File: src/rtl/ecc_err_log.sv
module ecc_err_log #(
  parameter int ADDR_W = 32,
  parameter int PORT_W = 3
) (
  input  logic              clk,
  input  logic              rst_n,
  input  logic              err_valid,
  input  logic [ADDR_W-1:0] err_addr,
  input  logic              err_is_wr,
  input  logic              err_is_dma,
  input  logic [PORT_W-1:0] err_port,
  input  logic              ecc_chk_en,
  input  logic              rpt_en,
  input  logic              clr_valid,
  input  logic [1:0]        clr_mask,
  output logic [1:0]        sts,
  output logic              irq,
  output logic [1:0]        slot0_type,
  output logic [ADDR_W-1:0] slot0_addr,
  output logic [1:0]        slot1_type,
  output logic [ADDR_W-1:0] slot1_addr,
  output logic              abort_valid,
  output logic [PORT_W-1:0] abort_port,
  output logic              wb_regen,
  output logic [ADDR_W-1:0] wb_addr
);

  logic       log_req;
  logic       cap0, cap1;
  logic [1:0] clr;
  logic [1:0] err_type;

  assign log_req  = err_valid & rpt_en;
  assign cap0     = log_req & ~sts[0];
  assign cap1     = log_req & sts[0] & ~sts[1];
  assign clr      = clr_valid ? clr_mask : 2'b00;
  assign err_type = {err_is_wr, err_is_dma};
  assign irq      = |sts;

  always_ff @(posedge clk) begin
    if (!rst_n) begin
      sts        <= 2'b00;
      slot0_type <= 2'b00;
      slot0_addr <= '0;
      slot1_type <= 2'b00;
      slot1_addr <= '0;
    end else begin
      sts[0] <= cap0 | (sts[0] & ~clr[0]);
      sts[1] <= cap1 | (sts[1] & ~clr[1]);
      if (cap0) begin
        slot0_type <= err_type;
        slot0_addr <= err_addr;
      end
      if (cap1) begin
        slot1_type <= err_type;
        slot1_addr <= err_addr;
      end
    end
  end

  always_ff @(posedge clk) begin
    if (!rst_n) begin
      abort_valid <= 1'b0;
      abort_port  <= '0;
      wb_regen    <= 1'b0;
      wb_addr     <= '0;
    end else begin
      abort_valid <= err_valid & ~err_is_wr & ecc_chk_en;
      wb_regen    <= err_valid & err_is_wr;
      if (err_valid & ~err_is_wr) abort_port <= err_port;
      if (err_valid & err_is_wr)  wb_addr    <= err_addr;
    end
  end

endmodule

File: config.mk
export PLATFORM = sky130hd
export DESIGN_NAME = ecc_err_log
export DESIGN_NICKNAME = d
export VERILOG_FILES = /design/src/rtl/ecc_err_log.sv
export SDC_FILE = /design/constraint.sdc
export NUM_CORES = 1
export LEC_CHECK = 0
export ABC_AREA = 1
export ABC_CLOCK_PERIOD_IN_PS = 1160
export BUFFER_PORTS_ARGS = -buffer_cell sky130_fd_sc_hd__buf_2
export CAP_MARGIN = 40
export CORE_ASPECT_RATIO = 0.9
export CORE_MARGIN = 3
export CORE_UTILIZATION = 49
export DETAILED_ROUTE_END_ITERATION = 10
export GPL_TIMING_DRIVEN = 0
export HOLD_SLACK_MARGIN = 0.05
export PLACE_DENSITY = 0.88
export SYNTH_ARGS = -nofsm -noshare
export SYNTH_HDL_FRONTEND = slang
export SYNTH_SLANG_ARGS = --single-unit
File: constraint.sdc
create_clock -name clk -period 1.16 [get_ports clk]
set_input_delay 0.058 -clock clk [delete_from_list [all_inputs] [get_ports clk]]
set_output_delay 0.058 -clock clk [all_outputs]
set_load 0.01 [all_outputs]
Yosys cells after proc, flatten, opt, wreduce, memory -nomap -nowiden
Index checks and enable logic that the tools add are counted.

word-level totals
  register bits = 107
  latch bits = 0
  memory bits (writable) = 0
  ROM bits = 0
  input port bits = 45
  logic and storage cells = 27
  memories = 0

operators by class
  $add $sub $neg = 0
  multipliers = 0
  div/mod/pow operators = 0
  magnitude comparators = 0
  equal/unequal tests = 0
  shifts and indexed selects = 0
  multiplexer cells = 1
  bitwise gates (word level) = 16
  reductions and logical operators = 1

operator list
  cell              number
  $and A1 B1 Y1     9
  $not A1 Y1        5
  $mux W2           1
  $or A1 B1 Y1      2
  $reduce_or A2 Y1  1

Depth between registers and ports, before layout
Gate-level depths: netlist of the first run.

  depth after elaboration = 4
  mapped depth = 6
  depth with buffers taken out = 5

Least setup slack after synthesis of the first run
Ideal clock, no wire load.

  path type = register to register
  from = reg sts[0]
  to = reg slot1_addr[23]
  library setup time = 113 ps
  arrival time = 970 ps
  required time = 1,047 ps
  setup slack = 77 ps
  cell stages (with the launch flop) = 7
  buffers on the path = 1
  cells stage by stage = dfxtp_1 -> inv_2 -> nor2_4 -> buf_2 -> nand3_1 -> nand2_1 -> nor2_1

on the way
  word-level cells in the longest chain between the ends = 2

RTL lines
  what                         line  text
  start: declaration           16    output logic [1:0] sts,
  start signal: assignment     48    sts[0] <= cap0 | (sts[0] & ~clr[0]);
  $and A1 B1 Y1 (2 in series)  35    assign cap1 = log_req & sts[0] & ~sts[1];
  end signal: assignment       56    slot1_addr <= err_addr;
  end: declaration             21    output logic [ADDR_W-1:0] slot1_addr,

Every way passes these cells.
A chain may end at the register's enable or synchronous reset.

Worst setup path after layout of the first run
  from = reg sts[0]
  to = reg slot0_addr[7]

on the way
  word-level cells in the longest chain between the ends = 2

RTL lines
  what                    line  text
  $not A1 Y1              34    assign cap0 = log_req & ~sts[0];
  $and A1 B1 Y1           34
  end signal: assignment  52    slot0_addr <= err_addr;
  end: declaration        19    output logic [ADDR_W-1:0] slot0_addr,

Every way passes these cells.

==> results.md, run 1 <==
- Outcome: finished, final reports clean
- Total CTS buffers: 9
- Chip width: 104.0 µm
- Largest net degree at the start of global routing: 20
- Synth Register Bits: 107
- Top cell type's share of synthesized area: 0.5062
- Register area share after synthesis: 0.5062
- Final Cycle Share: 0.9602
- Max VDD drop: 0.001084 V
- Clock skew: 0.008357 ns
- Synth warnings: 0
- First drt pass iteration count: 5
- Setup violators final: 0
- Grt ovf: 0
- Synth area leader: dfxtp_1
- Core area: 8223 µm²
- Buffers on Ports: 151
- Die area: 9788 µm²
- Crit Path Max Fanout: 10
- Placer Congestion: 0.8496
- Final Non-Filler Cells: 938
- Share of cells above drive strength 1: 0.2637
- CP top delay family: buffers and inverters
- Measured slew at the worst slew-check pin: 0.5196 ns
- Clock Pin Slew Worst Setup and Hold Paths: 0.11 ns
- Initial core utilization: 0.5146
- Pleak: 0.003162 µW
- Critical Path, Cell by Cell: inv_4 > nand3_4 > buf_6 > buf_6 > nor2_1 > nor2_1
- Fin area: 5852 µm²
- Syn-to-layout area delta: 38.29%
- FILL cells: 657
- Crit path time final: 1.114 ns
- Total track usage: 0.2649
- Max Cap Viol: 0
- H-tree depth: 3
- First-pass GRT wire length: 20.74 mm
- FF-to-FF setup slack: 0.05 ns
- Worst endpoint required time: 1.44 ns
- Detailed-route via count: 4532
- Syn_nets: 655
- Clock Sinks: 107
- Final worst slack: 0.04621 ns
- F_max: 0.8978 GHz
- Crit. End Element: register
- Syn Area/Cell: 6.937 µm²
- Max transition margin: 0.6536
- Row count: 31
- Clock buffer depth: 2
- Power Density: 1313 nW/µm²
- Post-route ant nets: 0
- Hold Vio Cnt, Final: 0
- Number of diodes: 0
- CTS root buf: clkbuf_8
- Antenna violations before repair: 0
- Final Max Slew Viols: 0
- Inst Count DP: 876
- I/O pin count: 153
- Post-synth cell types: 18
- Vias in the first global route: 4372
- WS Path Type: register to register
- HPWL Detailed: 9.083 mm
- CTS tree: done
- Post-DP Area: 5131 µm²
- Die Y: 94.16 µm
- Routed len/inst: 14.14 µm
- Worst path buffer plus inverter count: 3
- RSZ-0062 raised after global routing: no
- Critical Path Slowest Stage Cell: dfxtp_4
- WP data arrival: 1.40 ns
- Top cells by area, synth: dfxtp_1, nor2_1, nand2_1, inv_1, nand3_1
- Cells after synthesis: 610
- Nets: 863
- Initial DRC Count: 228
- Setup crit start kind: register
- Worst-Skew Late Latency: 0.37 ns
- Synth Cell Area: 4232 µm²
- Place WS: -0.08717 ns
- Via density: 4.832
- Residual DRC count: 0
- Crit-path max cell delay: 0.38 ns
- HP Class: input pin to register
- Routed WL: 13.26 mm
## path summary, 6_finish.rpt
| path | start | endpoint | cells past startpoint |
|---|---|---|---|
| max | sts[0] | slot0_addr[7] | 6 |
| min reg2reg | slot1_addr[20] | slot1_addr[20] | 2 |
| max reg2reg | sts[0] | slot0_addr[7] | 6 |
| min | err_is_wr | slot1_type[1] | 5 |
## cells in the mapped netlist
master      n
nand3_1    34
inv_2       3
nor2_1    208
buf_2      15
nand2_1   112
buf_4       4
clkbuf_2    2
buf_1       1
nand2_2     1
o21ai_0    24
nor2_4      2
o21ai_1    11
buf_6       7
dfxtp_1   107
inv_1      71
clkbuf_1    5
a21oi_1     2
nand3_2     1
## routing by layer
metal  up-vias  wire, µm  GRT usage
met1      2050      5303     0.2971
met3        49      1022    0.08110
met2       206      6505     0.4708
met4         0       430     0.1096
met5         -         0          0
li1       2227         -          -
## state kept, by name, indices dropped and copies added (netlist names)
register and cells:
sts 2, slot1_addr 32, abort_valid 1, slot0_addr 32
abort_port 3, wb_regen 1, wb_addr 32, slot1_type 2
slot0_type 2
## power by group
group / internal [µW] / switching [µW] / total, µW
clock: 1040 / 1360 / 2400
sequential: 3880 / 111 / 3990
combinational: 541 / 759 / 1300
## stage by stage
step | util | total power, µW | hold slack, ns | setup TNS, ns
floorplan | - | 4709 | 0.1772 | 0
global placement | 0.6240 | 5148 | 0.2822 | -0.4435
detailed placement | 0.6240 | 5200 | 0.2891 | -2.112
CTS | 0.7050 | 7662 | 0.05867 | 0
global route | 0.7117 | 7980 | 0.08889 | 0
finish | 0.7117 | 7684 | 0.07612 | 0
## layout by cell type (no fill, tap or decap), drive strengths merged
cell / instances
buf: 183
clkinvlp: 1
a21oi: 2
dfxtp: 107
clkinv: 2
dlygate4sd3: 41
bufinv: 1
clkbuf: 16
inv: 77
nor2: 210
o21ai: 35
nand2: 113
nand3: 35
## kinds of logic (layout without fill, tap and decap cells)
family                 after synthesis  after routing  synth area share
AND/OR/NAND/NOR                    358            358            0.3332
flip-flops                         107            107            0.5062
AO/OA/AOI/OAI                       37             37           0.04376
buffers and inverters              108            321            0.1168
## worst min-delay path: cells and delay by family
kind,cells,cell delay [ns]
AND/OR/NAND/NOR,3,0.20
buffers and inverters,2,0.16
## what timing repair did
item	4_1_cts	5_1_grt
pin swaps	3	3
gates cloned	1	0
gates resized for setup	7	16
hold buffers	41	0
endpoints found under the setup margin	41	43
hold endpoints to repair	89	0
buffers inserted	3	1
## layout make-up
| class | instances | area, µm² | area share |
|---|---|---|---|
| Buffer | 34 | 239.0 | 0.04084 |
| Tap cell | 115 | 143.9 | 0.02459 |
| Timing Repair Buffer | 197 | 1204 | 0.2057 |
| Inverter | 74 | 282.8 | 0.04832 |
| Clock buffer | 9 | 123.9 | 0.02117 |
| Sequential cell | 107 | 2150 | 0.3673 |
| Clock inverter | 7 | 83.83 | 0.01433 |
| Multi-Input combinational cell | 395 | 1625 | 0.2777 |
No activity file was read; power rests on OpenSTA's default activity.
==> run 2: changes to the inputs <==
CAP_MARGIN = not set   (was 40)
HOLD_SLACK_MARGIN = 0.08   (was 0.05)
==> run 2 against run 1 <==
  * Count of clock-buffer cells in the layout stayed put
  * Critical endpoint unchanged
  * Sequential cell count did not move
  * Non-clock buffer count unchanged
  * Sequential share of layout area unchanged
  * Register-to-register slack about the same
  * Global-route usage is essentially flat
  * First-iteration DRC count is 0.44% higher
  * Sequential power barely moved
  * Power hardly changed
  * Worst setup slack worse by 0.0050 ns
==> results.md, run 2 (synthesis gave the netlist of run 1 again) <==
- FILL cells: 657 (unchanged)
- Setup Total Neg Slack: 0 ns (unchanged)
- Max transition margin: 0.6514 (-0.002213)
- Total track usage: 0.2651 (+0.0002978)
- Outcome: finished, final reports clean
- HP Class: input pin to register
- Nets: 863 (unchanged)
- WS Path Type: register to register
- Initial core utilization: 0.5146 (unchanged)
- Vias in the first global route: 4377 (+0.11%)
- Residual DRC count: 0 (unchanged)
- Setup crit start kind: register
- Biggest regs: slot0_addr: 32 flops, slot1_addr: 32 flops, wb_addr: 32 flops
- Hold Startpoint: err_valid
- Hold Vio Cnt, Final: 0 (unchanged)
- Crit path time final: 1.119 ns (+0.004988 ns)
- CTS root buf: clkbuf_8
- Core area: 8223 µm² (unchanged)
- Final Max Slew Viols: 0 (unchanged)
- Grt ovf: 0 (unchanged)
- Number of diodes: 0 (unchanged)
- Buffers on Ports: 151 (unchanged)
- Crit Path Max Fanout: 10 (unchanged)
- Initial DRC Count: 229 (+0.44%)
- Hold path depth: 3 (-2)
- Crit. End Element: register
- Critical Path Slowest Stage Cell: dfxtp_4
- Clock skew: 0.007604 ns (-0.0007524 ns)
- F_max: 0.8938 GHz (-0.45%)
- Final Non-Filler Cells: 938 (unchanged)
- Max Cap Viol: 0 (unchanged)
- RSZ-0062 raised after global routing: no
- Hold endpoint: abort_valid
- Syn-to-layout area delta: 38.29% (unchanged)
- Commonest non-fill, non-tap cell in the layout: nor2_1
- Placer Congestion: 0.8496 (unchanged)
- Via density: 4.841 (+0.20%)
- Total CTS buffers: 9 (unchanged)
- Setup violators final: 0 (unchanged)
- Routed WL: 13.31 mm (+0.40%)
- CP top delay family: buffers and inverters
- Clock Sinks: 107 (unchanged)
- Die area: 9788 µm² (unchanged)
- First drt pass iteration count: 5 (unchanged)
- Crit-path max cell delay: 0.38 ns (about the same)
- CTS tree: done
- Chip width: 104.0 µm (unchanged)
- Worst path buffer plus inverter count: 3 (unchanged)
- Inst Count DP: 876 (unchanged)
- Max VDD drop: 0.001082 V (-0.18%)
- R2R Path Start: sts[0]
- Clock buffer depth: 2 (unchanged)
- First-pass GRT wire length: 20.76 mm (+0.10%)
- Critical Path, Cell by Cell: inv_4 > nand3_4 > buf_6 > buf_6 > nor2_1 > nor2_1
- Post-route ant nets: 0 (unchanged)
- Routed len/inst: 14.19 µm (+0.40%)
- R2R cell count: 6 (unchanged)
- FF-to-FF setup slack: 0.04 ns (about the same)
- Final Cycle Share: 0.9645 (+0.004300)
- Commonest cells after routing, fill and taps aside: nor2_1, buf_2, nand2_1
- Measured slew at the worst slew-check pin: 0.5230 ns (+0.003320 ns)
- Share of cells above drive strength 1: 0.2637 (unchanged)
- Row count: 31 (unchanged)
- HPWL Detailed: 9.083 mm (unchanged)
- Worst endpoint required time: 1.44 ns (about the same)
- Die Y: 94.16 µm (unchanged)
- H-tree depth: 3 (unchanged)
- WP data arrival: 1.40 ns (about the same)
- I/O pin count: 153 (unchanged)
- Detailed-route via count: 4541 (+0.20%)
- Reg2reg end: slot0_addr[7]
- Clock Pin Slew Worst Setup and Hold Paths: 0.11 ns (about the same)
- Power Density: 1312 nW/µm² (about the same)
- Pleak: 0.003162 µW (unchanged)
- Worst-Skew Late Latency: 0.37 ns (about the same)
- Largest net degree at the start of global routing: 20 (unchanged)
- Antenna violations before repair: 0 (unchanged)
==> run 2: power by group <==
part           switching [µW]  internal, µW  leakage [µW]  total (µW)
combinational             761           541       0.00218        1300
clock                    1350          1040      0.000102        2390
sequential                110          3880      0.000879        3990
total                    2220          5450       0.00316        7680
==> run 2: worst reg2reg max path: cells and delay by family, from the launching register on <==
kind / cells / cell delay [ns]
simple gates: 3 / 0.26
flops: 1 / 0.38
buf+inv: 3 / 0.40
==> run 2: layer usage <==
| layer | GRT usage | vias to the layer above | routed length (µm) |
|---|---|---|---|
| li1 | - | 2225 | - |
| met1 | 0.2971 | 2048 | 5279 |
| met2 | 0.4719 | 219 | 6554 |
| met3 | 0.08110 | 49 | 1051 |
| met4 | 0.1096 | 0 | 429 |
| met5 | 0 | - | 0 |
==> run 2: worst max path at each step <==
stage                     startpoint              to  cells after the start
after floorplan               sts[0]  slot1_addr[23]                      6
after global placement        sts[0]   slot1_addr[5]                      6
after detailed placement      sts[0]  slot1_addr[27]                      6
after CTS                     sts[0]   slot0_addr[7]                      6
after global routing          sts[0]  slot1_addr[17]                      6
final                         sts[0]   slot0_addr[7]                      6
==> run 2: stage by stage <==
step	worst slack [ns]	utilization	total power [µW]	hold WS [ns]	cell area, µm²
after floorplan	0.07730	-	4709	0.1772	4232
after global placement	-0.03453	0.6240	5148	0.2822	5131
after detailed placement	-0.08717	0.6240	5200	0.2891	5131
after CTS	0.0003695	0.7050	7662	0.09050	5797
after global routing	0.003903	0.7117	7981	0.1269	5852
final	0.04122	0.7117	7677	0.1347	5852
==> run 2: final cells by class <==
class | count | area [µm²] | area share
clock buffer | 9 | 123.9 | 0.02117
tap | 115 | 143.9 | 0.02459
sequential | 107 | 2150 | 0.3673
inverter | 74 | 282.8 | 0.04832
timing repair buffer | 197 | 1204 | 0.2057
buffer | 34 | 239.0 | 0.04084
clock inverter | 7 | 83.83 | 0.01433
multi-input combinational | 395 | 1625 | 0.2777
==> run 2: repair_timing <==
action                                  4_1_cts  5_1_grt
resized for setup                             7       16
cloned                                        1        0
endpoints found under the hold margin       105        0
setup buffers                                 3        1
hold buffers                                 41        0
pin swaps                                     3        3
endpoints found under the setup margin       41       43
